File: src/rtl/i2cs_pkg.sv
package i2cs_pkg;

    localparam int DATA_W = 8;
    localparam int ADDR_W = 10;
    localparam int CNT_W  = $clog2(DATA_W + 1);

    localparam logic [3:0] MODE_SLV7  = 4'b0110;
    localparam logic [3:0] MODE_SLV10 = 4'b0111;
    localparam logic [4:0] HDR10      = 5'b11110;

    typedef enum logic [2:0] {
        PH_IDLE,
        PH_BITS,
        PH_ACK,
        PH_MACK,
        PH_SKIP
    } phase_e;

    typedef enum logic [1:0] {
        RL_ADDR1,
        RL_ADDR2,
        RL_RX,
        RL_TX
    } role_e;

    typedef struct packed {
        logic scl;
        logic sda;
        logic scl_rise;
        logic scl_fall;
        logic start;
        logic stop;
    } line_ev_t;

    typedef struct packed {
        logic  match;
        logic  to_tx;
        logic  set_hi;
        role_e next_role;
    } addr_dec_t;

    function automatic addr_dec_t decode_byte(
        input role_e             role,
        input logic              ten_bit,
        input logic              hi_ok,
        input logic [DATA_W-1:0] b,
        input logic [ADDR_W-1:0] own
    );
        addr_dec_t d;
        logic      hdr_hit;
        d.match     = 1'b0;
        d.to_tx     = 1'b0;
        d.set_hi    = 1'b0;
        d.next_role = RL_RX;
        hdr_hit = (b[7:3] == HDR10) && (b[2:1] == own[9:8]);
        case (role)
            RL_ADDR1: begin
                if (!ten_bit) begin
                    d.match     = (b[7:1] == own[6:0]);
                    d.to_tx     = b[0];
                    d.next_role = b[0] ? RL_TX : RL_RX;
                end else if (!b[0]) begin
                    d.match     = hdr_hit;
                    d.next_role = RL_ADDR2;
                end else begin
                    d.match     = hdr_hit && hi_ok;
                    d.to_tx     = 1'b1;
                    d.next_role = RL_TX;
                end
            end
            RL_ADDR2: begin
                d.match     = (b == own[7:0]);
                d.set_hi    = d.match;
                d.next_role = RL_RX;
            end
            RL_RX: begin
                d.match     = 1'b1;
                d.next_role = RL_RX;
            end
            default: begin
                d.match     = 1'b0;
                d.next_role = RL_TX;
            end
        endcase
        return d;
    endfunction

endpackage

File: src/rtl/i2cs_line_sync.sv
module i2cs_line_sync
    import i2cs_pkg::*;
#(
    parameter int STAGES = 2
) (
    input  logic     clk,
    input  logic     rst,
    input  logic     scl_in,
    input  logic     sda_in,
    output line_ev_t ev
);

    localparam int LINES = 2;
    localparam int SCL_I = 1;
    localparam int SDA_I = 0;

    logic [LINES-1:0] raw;
    logic [LINES-1:0] synced;
    logic [LINES-1:0] prev;

    assign raw = {scl_in, sda_in};

    for (genvar g = 0; g < LINES; g++) begin : g_line
        logic [STAGES-1:0] chain;
        always_ff @(posedge clk) begin
            if (rst) chain <= '1;
            else     chain <= {chain[STAGES-2:0], raw[g]};
        end
        assign synced[g] = chain[STAGES-1];
    end

    always_ff @(posedge clk) begin
        if (rst) prev <= '1;
        else     prev <= synced;
    end

    always_comb begin
        ev.scl      = synced[SCL_I];
        ev.sda      = synced[SDA_I];
        ev.scl_rise = synced[SCL_I] & ~prev[SCL_I];
        ev.scl_fall = ~synced[SCL_I] & prev[SCL_I];
        ev.start    = synced[SCL_I] & prev[SCL_I] & prev[SDA_I] & ~synced[SDA_I];
        ev.stop     = synced[SCL_I] & prev[SCL_I] & ~prev[SDA_I] & synced[SDA_I];
    end

endmodule

File: src/rtl/i2cs_bus_fsm.sv
module i2cs_bus_fsm
    import i2cs_pkg::*;
(
    input  logic              clk,
    input  logic              rst,
    input  logic              active,
    input  logic              ten_bit,
    input  logic [ADDR_W-1:0] own_addr,
    input  line_ev_t          ev,
    input  logic              buf_full,
    input  logic              tx_load,
    input  logic [DATA_W-1:0] tx_data,
    output logic              sda_drive,
    output logic              store,
    output logic [DATA_W-1:0] store_byte,
    output logic              ovf_set,
    output logic              rel_clr,
    output logic              tx_busy,
    output logic              tx_ready,
    output logic              tx_done
);

    localparam logic [CNT_W-1:0] LAST_BIT = CNT_W'(DATA_W - 1);
    localparam logic [CNT_W-1:0] FULL_CNT = CNT_W'(DATA_W);

    phase_e            phase;
    role_e             role;
    role_e             next_role_q;
    logic [CNT_W-1:0]  cnt;
    logic [DATA_W-2:0] shreg;
    logic [DATA_W-1:0] txsh;
    logic              armed;
    logic              ack_q;
    logic              ack_drv;
    logic              hi_ok;
    logic              mack_ok;

    logic [DATA_W-1:0] rx_byte;
    addr_dec_t         dec;
    logic              will_ack;
    logic              in_tx_bits;

    assign rx_byte = {shreg, ev.sda};

    always_comb begin
        dec      = decode_byte(role, ten_bit, hi_ok, rx_byte, own_addr);
        will_ack = dec.match && (dec.to_tx || !buf_full);
    end

    assign in_tx_bits = (phase == PH_BITS) && (role == RL_TX);
    assign sda_drive  = ack_drv | (in_tx_bits & armed & ~txsh[DATA_W-1]);
    assign tx_busy    = armed;
    assign tx_ready   = in_tx_bits & ~armed;

    always_ff @(posedge clk) begin
        if (rst || !active) begin
            phase       <= PH_IDLE;
            role        <= RL_ADDR1;
            next_role_q <= RL_ADDR1;
            cnt         <= '0;
            shreg       <= '0;
            txsh        <= '0;
            armed       <= 1'b0;
            ack_q       <= 1'b0;
            ack_drv     <= 1'b0;
            hi_ok       <= 1'b0;
            mack_ok     <= 1'b0;
            store       <= 1'b0;
            store_byte  <= '0;
            ovf_set     <= 1'b0;
            rel_clr     <= 1'b0;
            tx_done     <= 1'b0;
        end else begin
            store   <= 1'b0;
            ovf_set <= 1'b0;
            rel_clr <= 1'b0;
            tx_done <= 1'b0;

            if (ev.stop) begin
                phase   <= PH_IDLE;
                hi_ok   <= 1'b0;
                armed   <= 1'b0;
                ack_drv <= 1'b0;
            end else if (ev.start) begin
                phase   <= PH_BITS;
                role    <= RL_ADDR1;
                cnt     <= '0;
                armed   <= 1'b0;
                ack_drv <= 1'b0;
            end else begin
                case (phase)
                    PH_BITS: begin
                        if (role != RL_TX) begin
                            if (ev.scl_rise) begin
                                shreg <= rx_byte[DATA_W-2:0];
                                cnt   <= cnt + 1'b1;
                                if (cnt == LAST_BIT) begin
                                    ack_q       <= will_ack;
                                    store       <= will_ack;
                                    store_byte  <= rx_byte;
                                    ovf_set     <= dec.match && !dec.to_tx && buf_full;
                                    next_role_q <= dec.next_role;
                                    if (dec.set_hi && will_ack) hi_ok <= 1'b1;
                                end
                            end else if (ev.scl_fall && cnt == FULL_CNT) begin
                                if (ack_q) begin
                                    phase   <= PH_ACK;
                                    ack_drv <= 1'b1;
                                end else begin
                                    phase <= PH_SKIP;
                                end
                            end
                        end else if (armed) begin
                            if (ev.scl_rise) begin
                                cnt <= cnt + 1'b1;
                            end else if (ev.scl_fall && cnt != '0) begin
                                txsh <= {txsh[DATA_W-2:0], 1'b0};
                                if (cnt == FULL_CNT) begin
                                    phase   <= PH_MACK;
                                    tx_done <= 1'b1;
                                end
                            end
                        end
                    end
                    PH_ACK: begin
                        if (ev.scl_fall) begin
                            ack_drv <= 1'b0;
                            phase   <= PH_BITS;
                            role    <= next_role_q;
                            cnt     <= '0;
                            if (next_role_q == RL_TX) rel_clr <= 1'b1;
                        end
                    end
                    PH_MACK: begin
                        if (ev.scl_rise) begin
                            mack_ok <= ~ev.sda;
                        end else if (ev.scl_fall) begin
                            armed <= 1'b0;
                            if (mack_ok) begin
                                phase   <= PH_BITS;
                                cnt     <= '0;
                                rel_clr <= 1'b1;
                            end else begin
                                phase <= PH_SKIP;
                            end
                        end
                    end
                    default: ;
                endcase
            end

            if (tx_load) begin
                txsh  <= tx_data;
                armed <= 1'b1;
            end
        end
    end

    // the slave never moves SDA while SCL stays high outside START/STOP
    // handling and host loads.
    assert_sda_steady_R1: assert property (@(posedge clk) disable iff (rst || !active)
        (ev.scl && $past(ev.scl) && !$past(ev.start) && !$past(ev.stop) && !$past(tx_load))
        |-> $stable(sda_drive));

    // a transmit-role byte never raises the overflow request.
    assert_no_ovf_in_tx_R8: assert property (@(posedge clk) disable iff (rst || !active)
        (role == RL_TX && phase != PH_IDLE) |=> !ovf_set);

endmodule

File: src/rtl/i2cs_host_regs.sv
module i2cs_host_regs
    import i2cs_pkg::*;
(
    input  logic              clk,
    input  logic              rst,
    input  logic              buf_wr,
    input  logic [DATA_W-1:0] buf_wdata,
    input  logic              buf_rd,
    input  logic              rel_set,
    input  logic              clr_ovf,
    input  logic              clr_wcol,
    input  logic              store,
    input  logic [DATA_W-1:0] store_byte,
    input  logic              ovf_set,
    input  logic              rel_clr,
    input  logic              tx_busy,
    input  logic              tx_ready,
    input  logic              tx_done,
    output logic [DATA_W-1:0] buf_q,
    output logic              full_q,
    output logic              ovf_q,
    output logic              wcol_q,
    output logic              rel_q,
    output logic              tx_load,
    output logic [DATA_W-1:0] tx_data
);

    logic wr_ok;
    logic wcol_hit;

    assign wr_ok    = buf_wr && !tx_busy && !store;
    assign wcol_hit = buf_wr && tx_busy;
    assign tx_load  = wr_ok && tx_ready;
    assign tx_data  = buf_wdata;

    always_ff @(posedge clk) begin
        if (rst) begin
            buf_q  <= '0;
            full_q <= 1'b0;
            ovf_q  <= 1'b0;
            wcol_q <= 1'b0;
            rel_q  <= 1'b1;
        end else begin
            if (store) begin
                buf_q  <= store_byte;
                full_q <= 1'b1;
            end else if (wr_ok) begin
                buf_q <= buf_wdata;
                if (tx_ready) full_q <= 1'b1;
            end else if (tx_done || buf_rd) begin
                full_q <= 1'b0;
            end

            if (ovf_set)      ovf_q <= 1'b1;
            else if (clr_ovf) ovf_q <= 1'b0;

            if (wcol_hit)      wcol_q <= 1'b1;
            else if (clr_wcol) wcol_q <= 1'b0;

            if (rel_set)      rel_q <= 1'b1;
            else if (rel_clr) rel_q <= 1'b0;
        end
    end

    assert_ovf_sticky_R3: assert property (@(posedge clk) disable iff (rst)
        (ovf_q && !clr_ovf) |=> ovf_q);

    assert_wcol_sticky_R7: assert property (@(posedge clk) disable iff (rst)
        (wcol_q && !clr_wcol) |=> wcol_q);

    assert_wcol_keeps_buf_R7: assert property (@(posedge clk) disable iff (rst)
        (buf_wr && tx_busy && !store) |=> $stable(buf_q));

    assert_hold_until_release_R5: assert property (@(posedge clk) disable iff (rst)
        (!rel_q && !rel_set) |=> !rel_q);

    assert_store_sets_full_R2: assert property (@(posedge clk) disable iff (rst)
        store |=> full_q);

endmodule

File: src/rtl/i2cs_slave.sv
module i2cs_slave
    import i2cs_pkg::*;
#(
    parameter int SYNC_STAGES = 2
) (
    input  logic              clk,
    input  logic              rst,
    input  logic              port_en,
    input  logic [3:0]        mode,
    input  logic [ADDR_W-1:0] own_addr,
    input  logic              buf_wr,
    input  logic [DATA_W-1:0] buf_wdata,
    input  logic              buf_rd,
    output logic [DATA_W-1:0] buf_rdata,
    input  logic              rel_set,
    input  logic              clr_ovf,
    input  logic              clr_wcol,
    output logic              buf_full,
    output logic              ovf_flag,
    output logic              wcol_flag,
    output logic              rel_flag,
    input  logic              scl_in,
    input  logic              sda_in,
    output logic              scl_pull,
    output logic              sda_pull,
    output logic              pins_owned
);

    logic              active;
    logic              ten_bit;
    line_ev_t          ev;
    logic              sda_drive;
    logic              store;
    logic [DATA_W-1:0] store_byte;
    logic              ovf_set;
    logic              rel_clr;
    logic              tx_busy;
    logic              tx_ready;
    logic              tx_done;
    logic              tx_load;
    logic [DATA_W-1:0] tx_data;

    assign ten_bit = (mode == MODE_SLV10);
    assign active  = port_en && ((mode == MODE_SLV7) || ten_bit);

    i2cs_line_sync #(.STAGES(SYNC_STAGES)) u_sync (
        .clk    (clk),
        .rst    (rst),
        .scl_in (scl_in),
        .sda_in (sda_in),
        .ev     (ev)
    );

    i2cs_bus_fsm u_fsm (
        .clk        (clk),
        .rst        (rst),
        .active     (active),
        .ten_bit    (ten_bit),
        .own_addr   (own_addr),
        .ev         (ev),
        .buf_full   (buf_full),
        .tx_load    (tx_load),
        .tx_data    (tx_data),
        .sda_drive  (sda_drive),
        .store      (store),
        .store_byte (store_byte),
        .ovf_set    (ovf_set),
        .rel_clr    (rel_clr),
        .tx_busy    (tx_busy),
        .tx_ready   (tx_ready),
        .tx_done    (tx_done)
    );

    i2cs_host_regs u_regs (
        .clk        (clk),
        .rst        (rst),
        .buf_wr     (buf_wr),
        .buf_wdata  (buf_wdata),
        .buf_rd     (buf_rd),
        .rel_set    (rel_set),
        .clr_ovf    (clr_ovf),
        .clr_wcol   (clr_wcol),
        .store      (store),
        .store_byte (store_byte),
        .ovf_set    (ovf_set),
        .rel_clr    (rel_clr),
        .tx_busy    (tx_busy),
        .tx_ready   (tx_ready),
        .tx_done    (tx_done),
        .buf_q      (buf_rdata),
        .full_q     (buf_full),
        .ovf_q      (ovf_flag),
        .wcol_q     (wcol_flag),
        .rel_q      (rel_flag),
        .tx_load    (tx_load),
        .tx_data    (tx_data)
    );

    assign pins_owned = active;
    assign scl_pull   = active & ~rel_flag;
    assign sda_pull   = active & sda_drive;

    // a stretch is only ever started by the engine's release-clear request.
    assert_stretch_needs_clear_R5: assert property (@(posedge clk) disable iff (rst)
        (active && $past(active) && $rose(scl_pull)) |-> $past(rel_clr));

endmodule

File: config.mk
export PLATFORM = sky130hd
export DESIGN_NAME = i2cs_slave
export DESIGN_NICKNAME = d
export VERILOG_FILES = /design/src/rtl/i2cs_pkg.sv /design/src/rtl/i2cs_line_sync.sv /design/src/rtl/i2cs_bus_fsm.sv /design/src/rtl/i2cs_host_regs.sv /design/src/rtl/i2cs_slave.sv
export SDC_FILE = /design/constraint.sdc
export NUM_CORES = 1
export LEC_CHECK = 0
export CAP_MARGIN = 40
export CORE_ASPECT_RATIO = 2
export CORE_MARGIN = 2
export CORE_UTILIZATION = 60
export DETAILED_ROUTE_END_ITERATION = 6
export DONT_BUFFER_PORTS = 1
export PLACE_DENSITY_LB_ADDON = 0.08
export SETUP_SLACK_MARGIN = 0.02
export SYNTH_ARGS = -nofsm -noshare
export SYNTH_HDL_FRONTEND = slang
export SYNTH_SLANG_ARGS = --single-unit
export TNS_END_PERCENT = 50
File: constraint.sdc
create_clock -name clk -period 2.7 [get_ports clk]
set_input_delay 0.27 -clock clk [delete_from_list [all_inputs] [get_ports clk]]
set_output_delay 0.27 -clock clk [all_outputs]
set_load 0.005 [all_outputs]
==> run metrics, run 1 <==
outcome=finished, final reports clean; wire length on met3=265 microns; clock skew=0.00917 ns; vias per inst=5.74; Synth top area share=0.408; row count=36; Syn Std Cell Area=3000 sq um; pwr dens=552 nW/um^2; Max Slew Vio Count=0; # Max-Cap Violations=0; antenna-violating nets left=0; Worst Setup Start Kind=flip-flop; CTS Buffer Depth=2; RSZ-0062 raised after global routing=no; Netlist cell types=55; CP max stage delay=0.43 ns; relative slew slack=0.567; CTS tree=built; grt total ovfl=0; # diodes=0; Tcrit/Tclk final=0.775; detailed placer's ending HPWL=5440 microns; Final nets=slightly below 400; Sink Count=between 60 and 70; Post-Synthesis Cells=357; Final min period=between 2 and 2.5 ns; Finished Layout Cells=417; Final setup viols=0; post-synthesis cell type with the largest combined area=dfxtp_1; DR pass1 iterations=4; Min-Delay Path Class=input port to flip-flop; Iteration-0 DRC Markers=61; Fillers=431; CP bufs+invs=0; Ys Warns=0; EDFF count, synth=0; Least-Margin Pin Slew=0.646 ns; Seq cells post-synth=61; crit-path most repeated cell=nor2_1; Root Buffer=clkbuf_8; Clk Latency, worst-skew pair=~0.35 ns; critical path peak fanout=11; DIE HEIGHT=~100 microns; Fmax=0.478 GHz; Total GRT Usage=0.275; antenna violations before repair=0; DRC viols=0; number of global-route vias before repair=between 2,000 and 2,500; layout cells sized above 1=0.0944; Post-Syn Area per Cell=8.39 sq um; cts repair resizes=0; DR top layer=met4; IO Count=between 40 and 50; Starting Density=0.621; sequential-to-total area share from yosys stat=0.408; placed insts=400; Hold Fails Final Rpt=0; number of port buffers=0; Setup TNS=0 ns; Max IR drop VDD=501 uV; wire per inst=16.9 microns; Die X-Extent=around 54 microns; Routed WL=7050 microns; Metal-1 WL=around 2500 microns; first-pass GRT wire length=11,000 microns; CP cell instances=ha_1 -> nand2_1 -> nor3b_1 -> nor2_1 -> nor2_1; Post-synth ARST share=0; Leak Pwr=0.00132 uW; syn_nets=roughly 400; top_reg_cell synth=dfxtp_1; clk slew on worst S/H paths=0.07 ns; total CTS buffers=9; DR vias=2,393; Die ar.=~5600 sq um; crit path kind=flip-flop to primary output; Slowest cell on crit path=ha_1; worst path required time=between 2 and 2.5 ns; largest net degree at the start of global routing=22; CORE AREA=4820 sq um; Finished Core Util=0.668; WL met2=4020 microns; H-tree depth=3; area grow syn2layout=7.48%; CP endpoint kind=primary output; gpl congestion=around 0.92; top cells by area, synth=dfxtp_1 41%, nor2_1 7.1%, a21oi_1 6.2%, nand2_1 5.5%, mux2i_1 5.0%; Crit path max-delay family=simple AND/OR/NAND/NOR gates; Worst Path Arrival=about 1.8 ns
## metrics by stage
stage | hold WS [ns] | setup slack, ns | total power [uW] | instance area (sq um)
3_3_place_gp | 0.344 | 0.773 | 1000 | 3020
5_1_grt | 0.0162 | 0.498 | 1830 | 3220
4_1_cts | 0.000926 | 0.593 | 1800 | 3220
3_5_place_dp | 0.344 | 0.685 | 1000 | 3020
6_report | 0.0201 | 0.608 | 1780 | 3220
2_1_floorplan | 0.367 | 1.05 | 990 | 3000
## layer usage
layer / global-route usage / vias up
met5: 0 / -
met4: 0.174 / 0
met3: 0.0618 / 21
met2: 0.494 / 56
met1: 0.254 / 1115
li1: - / 1201
## worst paths after layout
| kind | from | end | slack [ns] | cells after the start |
|---|---|---|---|---|
| worst max register to register | u_fsm.role[0]$_SDFFE_PP0P_ | u_fsm.next_role_q[0]$_SDFFE_PP0P_ | 0.69 | 6 |
| worst min register to register | u_sync.g_line[0].chain[0]$_SDFF_PP1_ | u_sync.g_line[0].chain[1]$_SDFF_PP1_ | 0.41 | 1 |
| worst max-delay path | u_fsm.role[1]$_SDFFE_PP0P_ | sda_pull | 0.61 | 5 |
| worst min-delay path | rel_set | u_regs.rel_q$_SDFFE_PP1P_ | 0.02 | 2 |
## cells in the final DEF (no fill, tap or decap), drive strengths merged, types with 2 or more instances in the layout
master,count
a21oi,37
a31oi,2
and2b,2
and3,2
buf,4
clkbuf,12
clkinv,2
dfxtp,61
ha,7
inv,8
mux2,7
mux2i,15
nand2,45
nand2b,6
nand3,8
nand4,3
nand4b,3
nor2,59
nor2b,8
nor3,6
nor4,3
o21ai,5
o22ai,3
o31ai,2
or2,7
xnor2,4
xor2,17
## state kept, by name, summed over array words and instances (netlist names), 2 cells and up
name	flops
u_regs.buf_q	8
u_fsm.store_byte	8
u_fsm.phase	3
u_fsm.role	2
u_fsm.txsh	8
u_sync.g_line.chain	4
u_fsm.cnt	4
u_sync.prev	2
u_fsm.next_role_q	2
u_fsm.shreg	7
## cell type report
| class | count | area, sq um | share of cell area |
|---|---|---|---|
| flip-flops and latches | 61 | 1220 | 0.379 |
| clock buffers | 12 | 145 | 0.0451 |
| clock inverters | 4 | 47.5 | 0.0148 |
| multi-input cells | 270 | 1660 | 0.517 |
| inverters | 8 | 30.0 | 0.00933 |
| repair buffers | 5 | 40.0 | 0.0124 |
| well taps | 57 | 71.3 | 0.0222 |
## what timing repair did
item	CTS	global route
hold buffers	1	0
buffers inserted	0	0
hold endpoints to repair	11	0
## power breakdown
part	switching (uW)	internal [uW]	total [uW]
clock network	346	448	794
registers	7.26	910	917
logic	38.7	27.9	66.6
## logic make-up (layout without fill, tap and decap cells)
logic type                 Yosys count  after routing  synth area share
and+or+nand+nor                    158            158             0.255
DFF                                 61             61             0.408
xor gates and xnor gates            21             21            0.0614
buffers and inverters               26             29            0.0368
AOI/OAI and AO/OA                   62             62             0.133
adders and majority gates            7              7            0.0292
muxes                               22             22            0.0764
## synth_stat cells (all sizes together), types with 2 or more instances
| library cell | number |
|---|---|
| mux2 | 7 |
| and2b | 2 |
| nand2 | 45 |
| o21ai | 5 |
| o31ai | 2 |
| nor3 | 6 |
| nand3 | 8 |
| nand4 | 3 |
| mux2i | 15 |
| o22ai | 3 |
| xor2 | 17 |
| and3 | 2 |
| ha | 7 |
| a21oi | 37 |
| or2 | 7 |
| nor2b | 8 |
| nor2 | 59 |
| nor4 | 3 |
| xnor2 | 4 |
| a31oi | 2 |
| clkbuf | 6 |
| inv | 8 |
| dfxtp | 61 |
| buf | 12 |
| nand4b | 3 |
| nand2b | 6 |
No activity file was read; power rests on OpenSTA's default activity.
==> run 2, diff against run 1 <==
==> constraint.sdc (replaced) <==
create_clock -name clk -period 2 [get_ports clk]
set_input_delay 0.2 -clock clk [delete_from_list [all_inputs] [get_ports clk]]
set_output_delay 0.2 -clock clk [all_outputs]
set_load 0.005 [all_outputs]
==> run 2 against run 1 <==
  * Register-to-register slack got worse by 0.51 ns
  * Via count is 3.6% higher
  * Non-clock buffer count is 11 higher
  * Utilization grew 3.3 points
  * Critical path type unchanged
==> run metrics, run 2 (synthesized netlist as in run 1, its figures left out) <==
outcome=finished, final reports clean; Psw=539 uW; Worst Setup SP=u_fsm.phase[2]$_SDFFE_PP0P_; Min-Delay Path Class=input port to flip-flop; critical path peak fanout=6; Min-Delay Endpoint=u_regs.wcol_q$_SDFFE_PP0P_; CTS Buffer Depth=2; Routed WL=7440 microns; Max IR drop VDD=808 uV; Final min period=between 1.5 and 2 ns; CTS tree=built; antenna violations before repair=0; number of port buffers=0; total CTS buffers=9; Die ar.=5610 sq um; fin area=3380 sq um; number of global-route vias before repair=2,410; Final nets=405; Starting Density=0.621; detailed placer's ending HPWL=approximately 5700 microns; grt total ovfl=0; DIE HEIGHT=around 100 microns; Final setup viols=0; first-pass GRT wire length=11,500 microns; Die X-Extent=54.0 microns; area grow syn2layout=12.7%; antenna-violating nets left=0; Fmax=0.532 GHz; Worst R2R Start=u_fsm.shreg[4]$_SDFFE_PP0P_; gpl congestion=0.875; Least-Margin Pin Slew=0.591 ns; Worst Path Arrival=about 1.7 ns; Setup TNS=0 ns; Hold Fails Final Rpt=0; CP max stage delay=0.37 ns; reg-to-reg endpoint=u_fsm.ovf_set$_SDFF_PP0_; vias per inst=approximately 5.8; internal power=2130 uW; sequential group share of total power=0.464; clock network fraction of total power=0.499; Worst Min Path Start=clr_wcol; crit path kind=flip-flop to primary output; Area after DPL=3070 sq um; R2R Setup Slk=0.18 ns; Tcrit/Tclk final=0.939; CP endpoint kind=primary output; hold path cells=2; DRC viols=0; pre-CTS setup slack=0.148 ns; worst path required time=1.80 ns; RSZ-0062 raised after global routing=no; layout cells sized above 1=0.124; crit-path most repeated cell=nor2_1; Root Buffer=clkbuf_8; Max Slew Vio Count=0; clk slew on worst S/H paths=~0.07 ns; post-route setup slack=0.122 ns; wire per inst=around 17 microns; clock skew=0.00483 ns; leading registers by flop count=u_fsm.store_byte (8), u_fsm.txsh (8), u_regs.buf_q (8); FF+latch area=1220 sq um; Leak Pwr=0.00139 uW; largest net degree at the start of global routing=25; # Max-Cap Violations=0; Switching Fraction=0.202; Comb power frac=0.037; CP cell instances=nand2b_1 -> nor2_4 -> nand2_1 -> nor3b_2 -> nor2_1 -> nor2_1; Iteration-0 DRC Markers=72; most common cell after layout, fill and taps aside=dfxtp_1; IO Count=47; relative slew slack=0.603; Fillers=between 400 and 500; row count=36; Clk Latency, worst-skew pair=0.35 ns; multi-input logic area=between 1500 and 2000 sq um; Sink Count=61; PnR Total Power=2670 uW; CORE AREA=4820 sq um; most frequent cells in the layout=59 x dfxtp_1, 57 x nor2_1, 44 x nand2_1, 37 x a21oi_1, 17 x xor2_1; Worst Setup Start Kind=flip-flop; H-tree depth=3; Total GRT Usage=0.295; CP bufs+invs=0; DR vias=2,478; Slowest cell on crit path=dfxtp_1; r2r worst-path depth=6; # diodes=0; DR pass1 iterations=4; pwr dens=791 nW/um^2; Crit path max-delay family=simple AND/OR/NAND/NOR gates
## run 2: worst register-to-register path: cells and delay by family (launching register included)
kind / cells / cell delay [ns]
compound gates: 1 / 0.20
xor+xnor: 1 / 0.11
flops: 1 / 0.49
simple gates: 4 / 0.95
## run 2: cell type report
type	instances	area share
Tap cell	57	0.0211
Inverter	8	0.00889
Sequential cell	61	0.362
Clock inverter	4	0.0282
Clock buffer	12	0.0430
Timing Repair Buffer	16	0.0385
Multi-Input combinational cell	270	0.498
## run 2: power groups by stage
stage	registers [uW]	logic, uW	clock network [uW]
after floorplan	1260	73.2	0
after global placement	1270	87.5	0
after global routing	1240	110	1400
final	1240	98.3	1330
after detailed placement	1270	88.1	0
after CTS	1240	100	1360
## run 2: per-stage QoR
stage	instances	utilization	hold slack, ns
after floorplan	357	-	0.297
after global placement	407	0.637	0.274
after detailed placement	407	0.637	0.275
after CTS	428	0.700	0.00849
after global routing	428	0.701	0.0303
final	428	0.701	0.0276
## run 2: what timing repair did
item | 4_1_cts | 5_1_grt
hold buffers | 4 | 0
setup endpoints to repair | 1 | 1
setup buffers | 1 | 0
resized for setup | 4 | 1
gates cloned | 0 | 0
hold endpoints to repair | 18 | 0
pin swaps | 1 | 0
## run 2: how the worst max path moves through the flow
| stage | to | depth (start not counted) |
|---|---|---|
| final | sda_pull | 6 |
| after global routing | u_fsm.ovf_set$_SDFF_PP0_ | 6 |
| after CTS | sda_pull | 6 |
| after detailed placement | u_fsm.cnt[3]$_SDFFE_PP0P_ | 6 |
| after global placement | u_fsm.txsh[4]$_SDFFE_PP0P_ | 5 |
| after floorplan | u_fsm.txsh[7]$_SDFFE_PP0P_ | 7 |
## run 2: metal layers
layer,track usage,vias up,wire length (microns)
met5,0,-,0
met4,0.220,0,510
met3,0.0948,30,341
met2,0.509,61,4160
met1,0.260,1161,2430
li1,-,1226,-
==> run 3, diff against run 2 <==
--- a/config.mk
+++ b/config.mk
@@ -5,6 +5,7 @@
 export SDC_FILE = /design/constraint.sdc
 export NUM_CORES = 1
 export LEC_CHECK = 0
+export ABC_AREA = 1
 export CAP_MARGIN = 40
 export CORE_ASPECT_RATIO = 2
 export CORE_MARGIN = 2
==> run 3 against run 2 <==
  * Worst hold slack worse by 0.022 ns
  * Global-route usage down 0.16 points
  * Largest power group is now registers
  * Utilization down 1.5 points
==> run metrics, run 3 <==
Clk Latency, worst-skew pair=0.35 ns; syn_nets=470; Final setup viols=0; crit-path most repeated cell=nor2_1; Setup TNS=0 ns; post-synthesis cell type with the largest combined area=dfxtp_1; sequential-to-total area share from yosys stat=0.396; Least-Margin Pin Slew=0.660 ns; Sink Count=61; Fmax=0.540 GHz; clock skew=approximately 0.0068 ns; top_reg_cell synth=dfxtp_1; Total GRT Usage=0.294; total CTS buffers=9; Worst Setup Start Kind=flip-flop; CTS Buffer Depth=2; worst path required time=1.80 ns; largest net degree at the start of global routing=23; Crit path max-delay family=simple AND/OR/NAND/NOR gates; Switching Fraction=0.224; Starting Density=0.612; Routed WL=7350 microns; number of port buffers=0; most frequent cells in the layout=113 x nand2_1, 60 x dfxtp_1, 51 x inv_1, 32 x a21oi_1, 31 x nor2_1; leading registers by flop count=u_fsm.store_byte (8), u_fsm.txsh (8), u_regs.buf_q (8); wire per inst=14.4 microns; outcome=finished, final reports clean; Leak Pwr=between 0.001 and 0.0015 uW; EDFF count, synth=0; antenna-violating nets left=0; Tcrit/Tclk final=0.926; grt total ovfl=0; vias per inst=between 5 and 6; Comb power frac=0.047; IO Count=47; Fillers=438; Top Usage Layer GRT=met2; Min-Delay Path Class=input port to flip-flop; CTS tree=built; RSZ-0062 raised after global routing=no; most common cell after layout, fill and taps aside=nand2_1; internal power=1980 uW; DIE HEIGHT=105 microns; fin area=between 3000 and 4000 sq um; DR pass1 iterations=4; number of global-route vias before repair=around 2,900; met1 Track Usage GR=0.342; antenna violations before repair=0; Post-Syn Area per Cell=7.16 sq um; Worst Path Arrival=around 1.7 ns; CP bufs+invs=2; Ys Warns=0; clk slew on worst S/H paths=0.07 ns; H-tree depth=3; first-pass GRT wire length=12,500 microns; relative slew slack=0.558; clock network fraction of total power=0.467; sequential group share of total power=0.487; Final min period=1.85 ns; pwr dens=738 nW/um^2; Area after DPL=3130 sq um; Final nets=486; crit path kind=flip-flop to primary output; row count=37; top cells by area, synth=dfxtp_1 40%, nand2_1 14%, inv_1 6.2%, a21oi_1 5.2%, o21ai_0 4.1%; Netlist cell types=42; detailed placer's ending HPWL=5400 microns; critical path peak fanout=8; routing usage on met3=0.0751; DRC viols=0; Die ar.=5770 sq um; layout cells sized above 1=0.128; area grow syn2layout=12.0%; Post-Synthesis Cells=431; Root Buffer=clkbuf_8; Seq cells post-synth=61; Psw=about 570 uW; Max IR drop VDD=830 uV; Syn Std Cell Area=3090 sq um; Max Slew Vio Count=0; grt met2 use=0.471; Post-synth ARST share=0; top cells by count, synth=113 x nand2_1, 61 x dfxtp_1, 51 x inv_1; Hold Fails Final Rpt=0; Slowest cell on crit path=dfxtp_1; Die X-Extent=roughly 55 microns; count leader, synth=nand2_1; # Max-Cap Violations=0; gpl congestion=0.886; DR vias=2,851; Iteration-0 DRC Markers=105; CORE AREA=5050 sq um; CP max stage delay=0.40 ns; # diodes=0; Synth top area share=0.396; CP endpoint kind=primary output; CP cell instances=ha_2 -> inv_2 -> nor2_4 -> inv_1 -> nor3_1 -> nor2_1 -> nor2_1
==> run 3: cell type report <==
| class | count | area, sq um | area share |
|---|---|---|---|
| Clock buffer | 10 | 128 | 0.0369 |
| Tap cell | 58 | 72.6 | 0.0210 |
| Inverter | 63 | 238 | 0.0687 |
| Clock inverter | 6 | 87.6 | 0.0253 |
| Sequential cell | 61 | 1220 | 0.353 |
| Timing Repair Buffer | 14 | 133 | 0.0384 |
| Multi-Input combinational cell | 298 | 1580 | 0.456 |
==> run 3: worst paths after layout <==
kind	cells after the start	start	end	slack, ns
max	7	u_fsm.role[0]$_SDFFE_PP0P_	sda_pull	0.15
min	2	buf_wdata[5]	u_regs.buf_q[5]$_SDFFE_PP0P_	0.006
max reg2reg	4	u_fsm.store$_SDFF_PP0_	u_regs.buf_q[1]$_SDFFE_PP0P_	0.16
min reg2reg	1	u_sync.g_line[0].chain[0]$_SDFF_PP1_	u_sync.g_line[0].chain[1]$_SDFF_PP1_	0.41
==> run 3: per-stage QoR <==
step,hold slack [ns],util,setup WS (ns),total power [uW],instances
6_report,0.00591,0.685,0.147,2550,510
5_1_grt,0.00800,0.685,0.0441,2630,510
4_1_cts,0.0000285,0.685,0.103,2570,510
3_5_place_dp,0.277,0.620,0.349,1360,483
3_3_place_gp,0.275,0.620,0.419,1360,483
2_1_floorplan,0.297,-,0.546,1350,431
==> run 3: per-layer routing <==
metal / up-vias / routed length (microns)
li1: 1441 / -
met1: 1286 / 2990
met2: 105 / 3750
met3: 19 / 404
met4: 0 / 204
met5: - / 0
==> run 3: worst register-to-register path: stages (launching register included) <==
cell and delay [ns]:
dfxtp_1 0.43, nor2_1 0.50, nand2_1 0.10, a31oi_1 0.19, dlygate4sd3_1 0.57
==> run 3: cell families after synthesis <==
| kind of cell | count (synthesis) | share of synthesized area |
|---|---|---|
| AOI/OAI and AO/OA | 90 | 0.165 |
| and+or+nand+nor | 198 | 0.309 |
| xor gates and xnor gates | 3 | 0.00851 |
| DFF | 61 | 0.396 |
| adders and majority gates | 7 | 0.0284 |
| buffers and inverters | 72 | 0.0940 |
==> run 3: timing repair <==
| action | in CTS | in global routing |
|---|---|---|
| setup buffers | 0 | 0 |
| setup endpoints to repair | 0 | 1 |
| resized for setup | 0 | 2 |
| hold endpoints to repair | 20 | 0 |
| hold buffers | 11 | 0 |
==> run 3: power by group through the flow <==
stage	registers (uW)	clock network [uW]	logic, uW
2_1_floorplan	1270	0	82.0
3_3_place_gp	1270	0	91.8
3_5_place_dp	1270	0	94.4
4_1_cts	1240	1210	117
5_1_grt	1240	1260	133
6_report	1240	1190	119
